==> src/rtl/xfb_pkg.sv <==
`timescale 1ns/1ps
package xfb_pkg;
  typedef enum logic {
    XS_IDLE  = 1'b0,
    XS_DRAIN = 1'b1
  } xfb_state_e;
endpackage

==> src/rtl/xfb_match.sv <==
`timescale 1ns/1ps
// Parallel compare of a probe block address against all live entries.
module xfb_match #(
  parameter int DEPTH = 16,
  parameter int BLK_W = 48
) (
  input  logic [DEPTH-1:0][BLK_W-1:0] tags,
  input  logic [DEPTH-1:0]            live,
  input  logic [BLK_W-1:0]            probe,
  output logic                        hit
);
  logic [DEPTH-1:0] hv;

  for (genvar i = 0; i < DEPTH; i++) begin : g_cmp
    assign hv[i] = live[i] && (tags[i] == probe);
  end

  assign hit = |hv;
endmodule

==> src/rtl/xfb_store.sv <==
`timescale 1ns/1ps
// Entry array: one tag register and one live bit per slot.
module xfb_store #(
  parameter int DEPTH = 16,
  parameter int BLK_W = 48,
  localparam int IDX_W = $clog2(DEPTH)
) (
  input  logic                        clk,
  input  logic                        rst,
  input  logic                        wr_en,
  input  logic [IDX_W-1:0]            wr_idx,
  input  logic [BLK_W-1:0]            wr_blk,
  input  logic                        clr_en,
  input  logic [IDX_W-1:0]            clr_idx,
  input  logic [IDX_W-1:0]            rd_idx,
  output logic [BLK_W-1:0]            rd_blk,
  output logic [DEPTH-1:0][BLK_W-1:0] tags,
  output logic [DEPTH-1:0]            live
);
  for (genvar i = 0; i < DEPTH; i++) begin : g_slot
    always_ff @(posedge clk) begin
      if (rst) begin
        live[i] <= 1'b0;
      end else if (wr_en && (wr_idx == IDX_W'(i))) begin
        live[i] <= 1'b1;
      end else if (clr_en && (clr_idx == IDX_W'(i))) begin
        live[i] <= 1'b0;
      end
    end

    always_ff @(posedge clk) begin
      if (wr_en && (wr_idx == IDX_W'(i))) tags[i] <= wr_blk;
    end
  end

  assign rd_blk = tags[rd_idx];
endmodule

==> src/rtl/xfer_block_buf.sv <==
`timescale 1ns/1ps
// Records generator-tagged store block addresses and forwards them to a
// named core on command.
module xfer_block_buf #(
  parameter int PA_W   = 54,
  parameter int OFF_W  = 6,
  parameter int DEPTH  = 16,
  parameter int CORE_W = 5
) (
  input  logic                    clk,
  input  logic                    rst,
  input  logic                    st_valid,
  input  logic [PA_W-1:0]         st_addr,
  input  logic                    st_gen,
  output logic                    st_stall,
  input  logic                    cmd_valid,
  input  logic [CORE_W-1:0]       cmd_dest,
  output logic                    push_valid,
  input  logic                    push_ready,
  output logic [PA_W-OFF_W-1:0]   push_blk,
  output logic [CORE_W-1:0]       push_dest,
  output logic                    drain_done,
  output logic                    overflow
);
  import xfb_pkg::*;

  localparam int BLK_W = PA_W - OFF_W;
  localparam int IDX_W = $clog2(DEPTH);
  localparam int CNT_W = $clog2(DEPTH + 1);

  xfb_state_e          state_q;
  logic [CNT_W-1:0]    cnt_q;
  logic [CNT_W-1:0]    rd_q;
  logic [CORE_W-1:0]   dest_q;
  logic                ovf_q;
  logic                done_q;

  logic [BLK_W-1:0]             st_blk;
  logic [DEPTH-1:0][BLK_W-1:0]  tags;
  logic [DEPTH-1:0]             live;
  logic                         hit;
  logic                         idle;
  logic                         full;
  logic                         take;
  logic                         alloc;
  logic                         drop;
  logic                         fire;

  assign idle   = (state_q == XS_IDLE);
  assign st_blk = st_addr[PA_W-1:OFF_W];
  assign full   = (cnt_q == CNT_W'(DEPTH));
  assign take   = st_valid && st_gen && idle;
  assign alloc  = take && !hit && !full;
  assign drop   = take && !hit && full;

  assign push_valid = !idle && (rd_q < cnt_q);
  assign fire       = push_valid && push_ready;

  xfb_match #(.DEPTH(DEPTH), .BLK_W(BLK_W)) u_match (
    .tags  (tags),
    .live  (live),
    .probe (st_blk),
    .hit   (hit)
  );

  xfb_store #(.DEPTH(DEPTH), .BLK_W(BLK_W)) u_store (
    .clk     (clk),
    .rst     (rst),
    .wr_en   (alloc),
    .wr_idx  (cnt_q[IDX_W-1:0]),
    .wr_blk  (st_blk),
    .clr_en  (fire),
    .clr_idx (rd_q[IDX_W-1:0]),
    .rd_idx  (rd_q[IDX_W-1:0]),
    .rd_blk  (push_blk),
    .tags    (tags),
    .live    (live)
  );

  always_ff @(posedge clk) begin
    if (rst) begin
      state_q <= XS_IDLE;
      cnt_q   <= '0;
      rd_q    <= '0;
      dest_q  <= '0;
      ovf_q   <= 1'b0;
      done_q  <= 1'b0;
    end else begin
      done_q <= 1'b0;
      if (alloc) cnt_q <= cnt_q + 1'b1;
      if (drop)  ovf_q <= 1'b1;
      unique case (state_q)
        XS_IDLE: begin
          if (cmd_valid) begin
            state_q <= XS_DRAIN;
            dest_q  <= cmd_dest;
            rd_q    <= '0;
          end
        end
        XS_DRAIN: begin
          if (fire) begin
            rd_q <= rd_q + 1'b1;
          end else if (rd_q == cnt_q) begin
            state_q <= XS_IDLE;
            cnt_q   <= '0;
            rd_q    <= '0;
            done_q  <= 1'b1;
          end
        end
        default: state_q <= XS_IDLE;
      endcase
    end
  end

  assign st_stall   = !idle;
  assign push_dest  = dest_q;
  assign drain_done = done_q;
  assign overflow   = ovf_q;
endmodule

==> config.mk <==
export PLATFORM = sky130hd
export DESIGN_NAME = xfer_block_buf
export DESIGN_NICKNAME = d
export VERILOG_FILES = /design/src/rtl/xfb_pkg.sv /design/src/rtl/xfb_match.sv /design/src/rtl/xfb_store.sv /design/src/rtl/xfer_block_buf.sv
export SDC_FILE = /design/constraint.sdc
export NUM_CORES = 1
export LEC_CHECK = 0
export BUFFER_PORTS_ARGS = -buffer_cell sky130_fd_sc_hd__buf_2
export CORE_AREA = 3 3 271 339
export CTS_CLUSTER_SIZE = 24
export DETAILED_ROUTE_END_ITERATION = 12
export DIE_AREA = 0 0 274 342
export PLACE_DENSITY_LB_ADDON = 0.1
export SLEW_MARGIN = 5
export SYNTH_ARGS = -nofsm -noshare
export SYNTH_HDL_FRONTEND = slang
export SYNTH_SLANG_ARGS = --single-unit
==> constraint.sdc <==
create_clock -name clk -period 6.8 [get_ports clk]
set_clock_uncertainty 0.05 [all_clocks]
set_input_delay 1.36 -clock clk [delete_from_list [all_inputs] [get_ports clk]]
set_output_delay 1.36 -clock clk [all_outputs]
set_load 0.005 [all_outputs]
==> impl_metrics.py, run 1 <==
metrics = {
    "timing": {
        "tightest_slew_ns": 1.28,
        "report.final.slew_viol_count": 0,
        "slew_headroom_pct": 13.9,
        "period_needed_ns": 5.30,
        "rsz0062_at_grt": "no",
        "fin_tns_setup_ns": 0,
        "setup_viol": 0,
        "post-route-period-util_pct": 77.9,
        "fmax_mhz": 189,
        "hold_viol_final": 0,
        "fin_ws_ns": 1.50,
    },
    "clock_tree": {
        "h-tree-depth": 3,
        "cts.sinks": 802,
        "clk_pin_slew_ns": 0.06,
        "cts_buffer_depth": 3,
        "clkLatencyLatePin_ns": 0.67,
        "cts_tree": "built",
        "cts_inserted_buffers": 86,
        "holdBufCountCts": 0,
        "cts_resized": 0,
        "cts-root-buf": "clkbuf_16",
        "cts_setup_buffers": 0,
    },
    "job": {
        "max_cap_viol_count": 0,
    },
    "logic_synthesis": {
        "yosysUniqueCellTypes": 57,
        "synth_flop_cell": "edfxtp_1",
        "yosysWarnings": 0,
        "synth_common_cells": "768 x edfxtp_1, 387 x xnor2_1, 329 x xor2_1",
        "syn-cell-area_sq_mm": 0.0398,
        "synth_seq_area_share_pct": 59.6,
        "async_flop_share_pct": 0,
        "synth_edf_count": 768,
        "postSynthCellCount": 2463,
        "synth_fp_nets": 2541,
        "ys_ff_latch": 802,
        "synth.most_common_cell": "edfxtp_1",
        "synth_area_leaders": "edfxtp_1 58%, mux4_2 14%, xnor2_1 8.5%",
        "yosys.area.top_type": "edfxtp_1",
        "synth_top_area_share_pct": 57.9,
        "synth_area_per_cell_sq_um": 16.2,
    },
    "power": {
        "netSwitchingFraction_pct": 25.1,
        "clkPwrFrac_pct": 42.5,
        "seq_power_share_pct": 49.6,
        "power.switching_uw": 2750,
        "p_leak_uw": 0.0138,
        "pwr-share-comb_pct": 7.9,
        "power.internal_uw": 8230,
        "peakVddDrop_mv": 0.196,
        "p_per_area_mw_per_mm2": 247,
        "total_power_uw": 11000,
    },
    "critical_path": {
        "path_buf_inv": 3,
        "crit_path_end_kind": "flop",
        "cp_slowest_stage_delay_ns": 0.83,
        "worstPathMaxFanout": 32,
        "crit_family": "simple AND/OR/NAND/NOR gates",
        "cp.required_ns": 7.13,
        "timing.critical_path.mode_cell": "nand3_1",
        "critPathLaunchType": "input pin",
        "crit_arrival_ns": 5.63,
        "critPathKind": "in -> reg",
        "crit_slowest_cell": "nor4_1",
        "cp_cell_sequence": "buf_2, xor2_1, nor4_1, nand3_1, or4_1, o221ai_1, nor4_2, and3_1, nand3_1, inv_2, buf_12",
    },
    "floorplan": {
        "io_pins": 122,
        "initial_utilization_pct": 44.8,
        "die_x_um": 274,
        "die_area_sq_mm": 0.0937,
        "fp.dieH_um": 342,
        "rows": 122,
        "core_area_sq_mm": 0.0888,
    },
    "grt": {
        "overflow": 0,
        "first_global_vias": 24100,
        "grt_antenna_before_repair": 17,
        "grt_pass1_wl_um": 232000,
        "grt_max_degree": 94,
        "grt_use_total_pct": 38.3,
    },
    "detailed_routing": {
        "drc": 0,
        "vias": 25500,
        "via_per_inst": 6.62,
        "dr.pass1.iters": 6,
        "antenna_left": 0,
        "wl_per_cell_um": 46.7,
        "drt_iter0_drc": 3851,
        "totalWireLength_um": 180000,
    },
    "worst_hold_path": {
        "hold_class": "reg -> reg",
    },
    "layout": {
        "fin_nets": 2670,
        "multi_input_area_sq_mm": 0.0149,
        "final_util_pct": 50.1,
        "nFillCells": 7594,
        "seq_area_sq_mm": 0.0238,
        "areaGrowthSynthToFinish_pct": 11.8,
        "drive_gt1_share_pct": 22.7,
        "stdcell_count": 3845,
    },
    "placed_design": {
        "gp_congestion": 1.06,
        "dp_worst_setup_slack_ns": 0.976,
        "placedCellCount": 3682,
        "port_buffers": 115,
        "hpwl_um": 135000,
    },
    "status": {
        "status": "finished, final reports clean",
    },
}
[final timing paths]
check / slack (ns) / depth (start not counted) / endpoint / startpoint
max: 1.50 / 11 / u_store.tags[174] / st_addr[22]
min: 0.40 / 2 / overflow / overflow
max reg2reg: 2.14 / 10 / u_store.tags[174] / u_store.tags[596]
min reg2reg: 0.40 / 2 / overflow / overflow
[area by class of cell]
type                            count  area share [%]
Multi-Input combinational cell   1449            33.4
Inverter                           51           0.430
Antenna cell                        3          0.0169
Clock inverter                     56            1.01
Timing Repair Buffer              202            3.41
Tap cell                         1178            3.31
Clock buffer                      104            5.06
Sequential cell                   802            53.4
[state kept, by name (all words and copies together), names as in the netlist]
name,cells
cnt_q,5
drain_done,1
overflow,1
push_dest,5
rd_q,5
st_stall,1
u_store.live,16
u_store.tags,768
[cells in the final DEF (no fill, tap or decap), drive strengths merged, types with 4 or more instances in the layout]
| cell type | instances |
|---|---|
| nor3 | 18 |
| bufinv | 5 |
| inv | 57 |
| o22ai | 11 |
| clkinv | 43 |
| a22o | 4 |
| o211ai | 4 |
| mux4 | 240 |
| nand2b | 14 |
| o2bb2ai | 5 |
| mux2i | 7 |
| nor2 | 27 |
| and3 | 11 |
| xor2 | 329 |
| dfxtp | 34 |
| nor4 | 102 |
| clkbuf | 104 |
| buf | 202 |
| nand2 | 23 |
| ha | 13 |
| edfxtp | 768 |
| nand4 | 118 |
| nand3 | 23 |
| a21oi | 21 |
| o221ai | 7 |
| nor2b | 9 |
| xnor2 | 387 |
| o2111ai | 4 |
| o21ai | 27 |
| a31o | 8 |
[through the flow]
stage               instance area, sq um  hold slack, ns
finish                             44500           0.399
global route                       44500           0.431
CTS                                44500           0.397
detailed placement                 41800           0.390
global placement                   41800           0.388
floorplan                          39800           0.392
[routing by layer]
metal  track usage [%]  up-vias  part of all wire [%]
met3              7.93      375                   9.4
met1              49.1    13500                    37
met2              58.0     1738                    45
li1                  -     9800                     -
met4              27.5       10                   8.7
met5                 0        -                 0.040
[power groups by stage]
stage / sequential, uW / clock, uW / combinational [uW]
2_1_floorplan: 5550 / 0 / 406
3_3_place_gp: 5550 / 0 / 841
3_5_place_dp: 5560 / 0 / 840
4_1_cts: 5450 / 4700 / 844
5_1_grt: 5450 / 4890 / 867
6_report: 5450 / 4670 / 864
[cells by family after synthesis]
| logic type | share of synthesized area (%) |
|---|---|
| DFF | 59.6 |
| xor gates and xnor gates | 15.8 |
| and+or+nand+nor | 5.35 |
| muxes | 13.8 |
| buffers and inverters | 3.14 |
| AOI/OAI and AO/OA | 1.96 |
| adders and majority gates | 0.409 |
[worst min-delay path, cell delays in order (launching register included)]
cell	delay (ns)
dfxtp_1	0.30
inv_1	0.05
a21oi_1	0.05
Note: power is estimated with default switching activity, not from simulation.
==> run 2: changes to the inputs <==
==> constraint.sdc (replaced) <==
create_clock -name clk -period 5.45 [get_ports clk]
set_clock_uncertainty 0.05 [all_clocks]
set_input_delay 1.09 -clock clk [delete_from_list [all_inputs] [get_ports clk]]
set_output_delay 1.09 -clock clk [all_outputs]
set_load 0.005 [all_outputs]
==> run 2 against run 1 <==
Compared with the run above: utilization grew 2.0 points; die area stayed put; non-clock buffer count increased by 160; cell count rose by 4.3%; global-route usage increased by 1.8 points; critical path type unchanged; highest routed layer unchanged.
==> impl_metrics.py, run 2 (synthesized netlist as in run 1, its figures left out) <==
metrics = {
    "power": {
        "pwr-share-comb_pct": 8.3,
        "power.switching_uw": 3530,
        "seq_power_share_pct": 48.3,
        "power.internal_uw": 10600,
        "netSwitchingFraction_pct": 25.0,
        "total_power_uw": 14100,
        "p_leak_uw": 0.0147,
        "peakVddDrop_mv": 0.256,
        "clkPwrFrac_pct": 43.4,
        "p_per_area_mw_per_mm2": 304,
    },
    "layout": {
        "reg_top3": "u_store.tags (768), u_store.live (16)",
        "nFillCells": 7509,
        "largest_reg_flops": 768,
        "top_register": "u_store.tags",
        "final_area_sq_mm": 0.0463,
        "final_cell_mix": "768 x edfxtp_1, 387 x xnor2_1, 329 x xor2_1",
        "areaGrowthSynthToFinish_pct": 16.4,
        "drive_gt1_share_pct": 27.2,
        "fin_nets": 2831,
        "final_common_cell": "edfxtp_1",
    },
    "critical_path": {
        "worstPathMaxFanout": 32,
        "critPathKind": "in -> reg",
        "critPathLaunchType": "input pin",
        "crit_path_end_kind": "flop",
        "cp.required_ns": 5.82,
        "crit_arrival_ns": 4.98,
    },
    "detailed_routing": {
        "drt_iter0_drc": 4153,
        "dr.pass1.iters": 5,
        "totalWireLength_um": 187000,
        "vias": 26400,
        "drc": 0,
        "via_per_inst": 6.58,
        "antenna_left": 0,
        "wl_per_cell_um": 46.7,
    },
    "timing": {
        "setup_viol": 0,
        "rsz0062_at_grt": "no",
        "fmax_mhz": 217,
        "holdWs_ns": 0.427,
        "slew_headroom_pct": 13.9,
        "fin_tns_setup_ns": 0,
        "tightest_slew_ns": 1.28,
        "report.final.slew_viol_count": 0,
        "post-route-period-util_pct": 84.7,
        "hold_viol_final": 0,
        "period_needed_ns": 4.61,
    },
    "grt": {
        "overflow": 0,
        "grt_max_degree": 83,
        "grt_pass1_wl_um": 244000,
        "first_global_vias": 25300,
        "grt_antenna_before_repair": 15,
        "grt_use_total_pct": 40.1,
    },
    "floorplan": {
        "io_pins": 122,
        "rows": 122,
        "die_area_sq_mm": 0.0937,
        "fp.dieH_um": 342,
        "initial_utilization_pct": 44.8,
        "core_area_sq_mm": 0.0888,
        "die_x_um": 274,
    },
    "clock_tree": {
        "cts_tree": "built",
        "h-tree-depth": 3,
        "cts_resized": 0,
        "cts_buffer_depth": 3,
        "cts.sinks": 802,
        "clkLatencyLatePin_ns": 0.67,
        "holdBufCountCts": 0,
        "cts_inserted_buffers": 87,
        "cts_setup_buffers": 0,
        "cts-root-buf": "clkbuf_16",
        "clk_pin_slew_ns": 0.06,
    },
    "placed_design": {
        "gp_congestion": 1.08,
        "hpwl_um": 145000,
        "port_buffers": 115,
        "placed_area_sq_mm": 0.0435,
    },
    "status": {
        "status": "finished, final reports clean",
    },
    "worst_hold_path": {
        "hold_class": "reg -> reg",
    },
    "job": {
        "max_cap_viol_count": 0,
    },
}
==> run 2: cell types whose count changed in the layout (fill, tap and decap cells not counted), moves of 2 or more <==
cell	before	now
diode_2	3	8
clkinv_2	26	20
bufinv_16	5	9
buf_4	64	188
buf_12	23	59
clkinvlp_4	2	7
clkbuf_16	86	88
inv_6	4	2
clkinv_8	1	3
==> run 2: worst max-delay path, cell delays in order <==
cell	delay, ns
buf_2	0.55
xor2_1	0.20
nor4_1	0.91
nand4_1	0.32
or4_1	0.57
o221ai_1	0.13
buf_4	0.21
nor4_2	0.07
and3_1	0.26
nand4_1	0.18
inv_2	0.07
buf_12	0.19
buf_12	0.19
==> run 2: routing by layer <==
metal / part of all wire (%) / track usage [%] / up-vias / wire [um]
li1: - / - / 10100 / -
met4: 8.6 / 28.1 / 12 / 16100
met5: 0.040 / 0 / - / 74
met1: 36 / 51.7 / 13900 / 67800
met2: 45 / 61.1 / 1928 / 85100
met3: 9.7 / 7.79 / 393 / 18200
==> run 2: layout make-up <==
cell class | instances | area (sq um) | share of cell area [%]
well taps | 1178 | 1470 | 3.18
inverters | 51 | 191 | 0.413
clock inverters | 57 | 566 | 1.22
repair buffers | 362 | 3170 | 6.84
flip-flops and latches | 802 | 23800 | 51.3
clock buffers | 103 | 2280 | 4.92
multi-input cells | 1449 | 14900 | 32.1
diodes | 8 | 20.0 | 0.0432
==> run 2: power by group through the flow <==
| stage | Sequential, uW | Clock (uW) | Combinational [uW] |
|---|---|---|---|
| after global routing | 6800 | 6370 | 1180 |
| after floorplan | 6930 | 0 | 506 |
| final | 6800 | 6110 | 1170 |
| after global placement | 6930 | 0 | 1140 |
| after detailed placement | 6930 | 0 | 1140 |
| after CTS | 6800 | 6130 | 1140 |
==> run 2: worst paths after layout <==
| check | from | end | slack (ns) | cells past startpoint |
|---|---|---|---|---|
| min | overflow | overflow | 0.43 | 2 |
| max | st_addr[51] | u_store.tags[368] | 0.84 | 13 |
| min reg2reg | overflow | overflow | 0.43 | 2 |
| max reg2reg | u_store.tags[742] | u_store.tags[368] | 1.14 | 13 |
==> run 2: through the flow <==
step	std cells	setup WS (ns)	utilization, %
5_1_grt	4003	0.836	52.1
4_1_cts	4002	0.880	52.1
2_1_floorplan	2463	0.992	-
6_report	4010	0.836	52.2
3_5_place_dp	3842	0.425	48.9
3_3_place_gp	3842	0.425	48.9
